`src/rtl/scr_pkg.sv`:
```
package scr_pkg;
  localparam int unsigned DATA_W   = 8;
  localparam int unsigned BIT_GIE  = 7;
  localparam int unsigned BIT_WDR  = 5;
  localparam int unsigned BIT_POR  = 4;
  localparam int unsigned BIT_SLP  = 3;
  localparam int unsigned BIT_STOP = 0;

  typedef struct packed {
    logic wdr;
    logic por;
    logic sleep;
    logic stop;
  } scr_state_t;
endpackage

```
`src/rtl/scr_rst_sync.sv`:
```
module scr_rst_sync #(
  parameter int unsigned STAGES = 2
) (
  input  logic clk,
  input  logic rst_n,
  output logic rst_sync_n
);
  logic [STAGES-1:0] chain_q;

  always_ff @(posedge clk or negedge rst_n) begin
    if (!rst_n) chain_q <= '0;
    else        chain_q <= {chain_q[STAGES-2:0], 1'b1};
  end

  assign rst_sync_n = chain_q[STAGES-1];
endmodule

```
`src/rtl/scr_bus_dec.sv`:
```
module scr_bus_dec #(
  parameter int unsigned       ADDR_W   = 8,
  parameter logic [ADDR_W-1:0] REG_ADDR = '1
) (
  input  logic [ADDR_W-1:0] addr,
  input  logic              wr_en,
  output logic              hit,
  output logic              wr_stb
);
  assign hit    = (addr == REG_ADDR);
  assign wr_stb = wr_en & hit;
endmodule

```
`src/rtl/scr_flags.sv`:
```
module scr_flags
  import scr_pkg::*;
(
  input  logic       clk,
  input  logic       rst_n,
  input  logic       wr_stb,
  input  logic       wd_wdr,
  input  logic       wd_por,
  input  logic       wd_sleep,
  input  logic       wd_stop,
  input  logic       wdt_rst,
  input  logic       irq_pending,
  output scr_state_t state
);
  scr_state_t st_q, st_d;
  logic       st_en;

  always_comb begin
    st_d  = st_q;
    st_en = wr_stb | wdt_rst | (st_q.sleep & irq_pending);
    if (wdt_rst) begin
      st_d.wdr   = 1'b1;
      st_d.sleep = 1'b0;
      st_d.stop  = 1'b0;
    end else begin
      if (wr_stb) begin
        st_d.wdr   = st_q.wdr & wd_wdr;
        st_d.por   = st_q.por & wd_por;
        st_d.sleep = wd_sleep;
        st_d.stop  = st_q.stop | wd_stop;
      end
      if (irq_pending) st_d.sleep = 1'b0;
    end
  end

  always_ff @(posedge clk or negedge rst_n) begin
    if (!rst_n) begin
      st_q.wdr   <= 1'b0;
      st_q.por   <= 1'b1;
      st_q.sleep <= 1'b0;
      st_q.stop  <= 1'b0;
    end else if (st_en) begin
      st_q <= st_d;
    end
  end

  assign state = st_q;
endmodule

```
`src/rtl/sys_status_ctrl.sv`:
```
module sys_status_ctrl
  import scr_pkg::*;
#(
  parameter int unsigned       ADDR_W      = 8,
  parameter logic [ADDR_W-1:0] REG_ADDR    = 8'hFF,
  parameter int unsigned       SYNC_STAGES = 2
) (
  input  logic              clk,
  input  logic              rst_n,
  input  logic              wdt_rst_i,
  input  logic [ADDR_W-1:0] reg_addr,
  input  logic              reg_wr_en,
  input  logic [DATA_W-1:0] reg_wdata,
  output logic [DATA_W-1:0] reg_rdata,
  input  logic              gie_i,
  input  logic              irq_pending_i,
  output logic              sleep_req_o,
  output logic              halt_req_o,
  output logic              wdt_enable_o
);
  logic       rst_sync_n;
  logic       hit, wr_stb;
  scr_state_t st;
  logic       unused_wdata_bits;

  scr_rst_sync #(.STAGES(SYNC_STAGES)) u_rst (
    .clk(clk), .rst_n(rst_n), .rst_sync_n(rst_sync_n)
  );

  scr_bus_dec #(.ADDR_W(ADDR_W), .REG_ADDR(REG_ADDR)) u_dec (
    .addr(reg_addr), .wr_en(reg_wr_en), .hit(hit), .wr_stb(wr_stb)
  );

  scr_flags u_flags (
    .clk(clk), .rst_n(rst_sync_n), .wr_stb(wr_stb),
    .wd_wdr(reg_wdata[BIT_WDR]), .wd_por(reg_wdata[BIT_POR]),
    .wd_sleep(reg_wdata[BIT_SLP]), .wd_stop(reg_wdata[BIT_STOP]),
    .wdt_rst(wdt_rst_i), .irq_pending(irq_pending_i), .state(st)
  );

  assign unused_wdata_bits = ^{reg_wdata[7:6], reg_wdata[2:1]};

  always_comb begin
    reg_rdata = '0;
    if (hit) begin
      reg_rdata[BIT_GIE]  = gie_i;
      reg_rdata[BIT_WDR]  = st.wdr;
      reg_rdata[BIT_POR]  = st.por;
      reg_rdata[BIT_SLP]  = st.sleep;
      reg_rdata[BIT_STOP] = st.stop;
    end
  end

  assign sleep_req_o  = st.sleep & ~irq_pending_i;
  assign halt_req_o   = st.stop;
  assign wdt_enable_o = ~st.por;
endmodule

```
`config.mk`:
```
export PLATFORM = sky130hd
export DESIGN_NAME = sys_status_ctrl
export DESIGN_NICKNAME = d
export VERILOG_FILES = /design/src/rtl/scr_pkg.sv /design/src/rtl/scr_rst_sync.sv /design/src/rtl/scr_bus_dec.sv /design/src/rtl/scr_flags.sv /design/src/rtl/sys_status_ctrl.sv
export SDC_FILE = /design/constraint.sdc
export NUM_CORES = 1
export LEC_CHECK = 0
export ABC_CLOCK_PERIOD_IN_PS = 1600
export BUFFER_PORTS_ARGS = -buffer_cell sky130_fd_sc_hd__clkbuf_2
export CORE_AREA = 2 2 39 41
export CTS_CLUSTER_SIZE = 40
export DETAILED_ROUTE_END_ITERATION = 7
export DIE_AREA = 0 0 41 43
export GPL_TIMING_DRIVEN = 0
export PLACE_DENSITY = 0.59
export SYNTH_ARGS = -nofsm -noshare
export SYNTH_HDL_FRONTEND = slang
export SYNTH_SLANG_ARGS = --single-unit
```
`constraint.sdc`:
```
create_clock -name clk -period 1.6 [get_ports clk]
set_input_delay 0.32 -clock clk [delete_from_list [all_inputs] [get_ports clk]]
set_output_delay 0.32 -clock clk [all_outputs]
set_load 0.02 [all_outputs]
```
==> out/qor.csv <==
stage;metric;value;unit
floorplan;fp.dieH;43;um
drt;dr.first_iter.drc_count;5;
final_layout;final_cell_mix;clkbuf_2 (25), nor2_1 (5), dfrtp_1 (5), and3_2 (4), conb_1 (4);
timing;slew_violations;0;
drt;wl;782;um
min_path;min_path_type;flop to asynchronous set/reset pin;
clock_network;root_buffer;clkbuf_4;
global_routing;grt_pass1_wl;1250;um
drt;post-route-drc-count;0;
pwr;power_frac_comb;14.5;%
clock_network;clk_pin_slew;0.05;ns
pwr;swShare;23.0;%
final_layout;layout-drive-gt1-share;60.6;%
setup_path;arrival;1.17;ns
timing;clock_skew;0.00774;ns
clock_network;cts_resized;0;
setup_path;r2r_slack;0.82;ns
final_layout;instances_no_fill;82;
placement;place_congestion;0.718;
floorplan;rows;14;
floorplan;core-area;0.00138;sq mm
final_layout;postLayoutCoreUtil;38.0;%
clock_network;cts_tree;yes;
pwr;pwr-share-clk;41.4;%
global_routing;grt_pass1_vias;350;
setup_path;rr_worst_depth;2;
yosys;yosysWarnings;0;
final_layout;nets;89;
yosys;avgSynthCellArea;9.90;sq um
timing;rsz0062_at_grt;no;
setup_path;cp-startpoint;u_flags.state[2];
pwr;ir_worst_vdd;0.000598;V
drt;detail_route.wl_per_cell;9.54;um
setup_path;critPathLaunchType;flop;
final_layout;seq_area;151;sq um
pwr;leakagePower;0.289;nW
drt;ant_nets;0;
final_layout;final_common_cell;clkbuf_2;
final_layout;area_delta_synth_final;56.1;%
timing;setup_viol;0;
yosys;syn_area;337;sq um
final_layout;fillCellCount;145;
setup_path;cp_max_fo;3;
placement;dp_hpwl;654;um
setup_path;end_kind;primary output;
setup_path;crit_end;reg_rdata[4];
clock_network;clock_latency;0.25;ns
drt;vias;350;
timing;hold_viol_final;0;
pwr;p_seq_share;44.2;%
global_routing;overflow;0;
pwr;p_sw;0.0824;mW
setup_path;rr_endpoint;u_flags.state[2];
yosys;ys_seq_area_share;45.0;%
clock_network;cts.sinks;6;
setup_path;worstReg2RegStart;u_flags.state[2];
clock_network;numCtsBuffers;3;
placement;portBuffers;25;
floorplan;start_util;24.3;%
timing;tns;0;ns
pwr;internal-power;0.276;mW
timing;fmax;669;MHz
timing;fin_crit;1.49;ns
setup_path;crit_required;1.28;ns
pwr;p_total;0.359;mW
clock_network;max-clock-path-buffers;2;
placement;pre_cts_ws;0.278;ns
drt;firstDrtPassIters;2;
floorplan;chipWidth;41;um
clock_network;h-tree-depth;1;
setup_path;critical_path_class;flop to primary output;
yosys;synth-seq-cells;6;
outcome;status;finished clean;
placement;dpl.cell_count;77;
final_layout;num_antenna_cells;0;
yosys;synth_cells;34;
timing;setup_ws;0.106;ns
drt;vias_per_cell;4.27;
floorplan;die_area;0.00176;sq mm
yosys;yosysUniqueCellTypes;15;
global_routing;grt_max_degree;7;
global_routing;grt.total_usage;10.5;%
floorplan;io_pins;33;
run;drv_cap;0;
pwr;power_density;682;mW/mm^2
final_layout;multi_input_area;163;sq um
global_routing;antenna_found_initial;0;
timing;post-route-period-util;93.4;%
[area by class of cell]
cell class | instances | share of cell area (%)
buffer | 3 | 4.29
inverter | 2 | 1.43
sequential | 6 | 28.8
clock buffer | 4 | 5.00
multi-input combinational | 25 | 31.0
tap | 16 | 3.81
timing repair buffer | 26 | 25.7
[worst min-delay path by stage]
stage                                start  depth (start not counted)                to  slack (ns)
final                     u_rst.chain_q[1]                          0  u_flags.state[3]        0.05
after global routing      u_rst.chain_q[1]                          0  u_flags.state[3]        0.06
after CTS                 u_rst.chain_q[1]                          0  u_flags.state[3]        0.05
after detailed placement  u_rst.chain_q[1]                          0  u_flags.state[3]        0.06
after global placement    u_rst.chain_q[1]                          0  u_flags.state[3]        0.06
after floorplan                      rst_n                          0  u_rst.chain_q[0]        0.02
[what timing repair did]
item / in CTS / in global routing
buffers inserted: 0 / 0
hold buffers: 1 / 0
endpoints found under the hold margin: 2 / 0
[cells by family (layout without fill, tap and decap cells)]
logic type | after synthesis | count (layout) | synth area share [%]
other cells | 2 | 4 | 2.23
compound gates | 5 | 5 | 13.8
flops | 6 | 6 | 45.0
simple gates | 16 | 16 | 30.1
buf+inv | 5 | 35 | 8.92
[layer usage]
metal,global-route usage (%),wire length (um)
met5,0,0
met3,6.28,100
met4,4.00,0
met2,16.9,372
met1,10.6,308
[sequential cells by signal, indices dropped and copies added, names as in the netlist]
name and cells:
u_flags.state 4, u_rst.chain_q 2
[per-stage QoR]
step,area (sq um),hold slack (ns)
2_1_floorplan,344,0.0244
3_5_place_dp,489,0.0579
6_report,526,0.0452
3_3_place_gp,489,0.0579
4_1_cts,526,0.0496
5_1_grt,526,0.0649
[critical path, cell delays in order (launching register included)]
cell	delay, ns
dfstp_2	0.51
inv_1	0.05
nor3_1	0.18
clkbuf_2	0.19
[power by group through the flow]
stage          combinational (mW)  clock (mW)  sequential (mW)
2_1_floorplan              0.0210           0            0.160
3_3_place_gp               0.0495           0            0.161
3_5_place_dp               0.0499           0            0.161
4_1_cts                    0.0521       0.156            0.159
5_1_grt                    0.0585       0.166            0.159
6_report                   0.0518       0.148            0.158
[synthesized netlist by cell type]
library cell / instances / area share [%]
conb_1: 2 / 2.2
o31ai_2: 1 / 3.7
buf_4: 3 / 6.7
a211oi_2: 1 / 3.7
nand4_1: 3 / 5.6
and4_4: 2 / 6.7
nor2_1: 5 / 5.6
a41oi_1: 1 / 2.6
inv_1: 2 / 2.2
dfrtp_1: 5 / 37
nor2b_1: 1 / 1.9
nor3_1: 1 / 1.5
dfstp_2: 1 / 7.8
and3_2: 4 / 8.9
a31oi_1: 2 / 3.7
(Power assumes the default switching activity.)
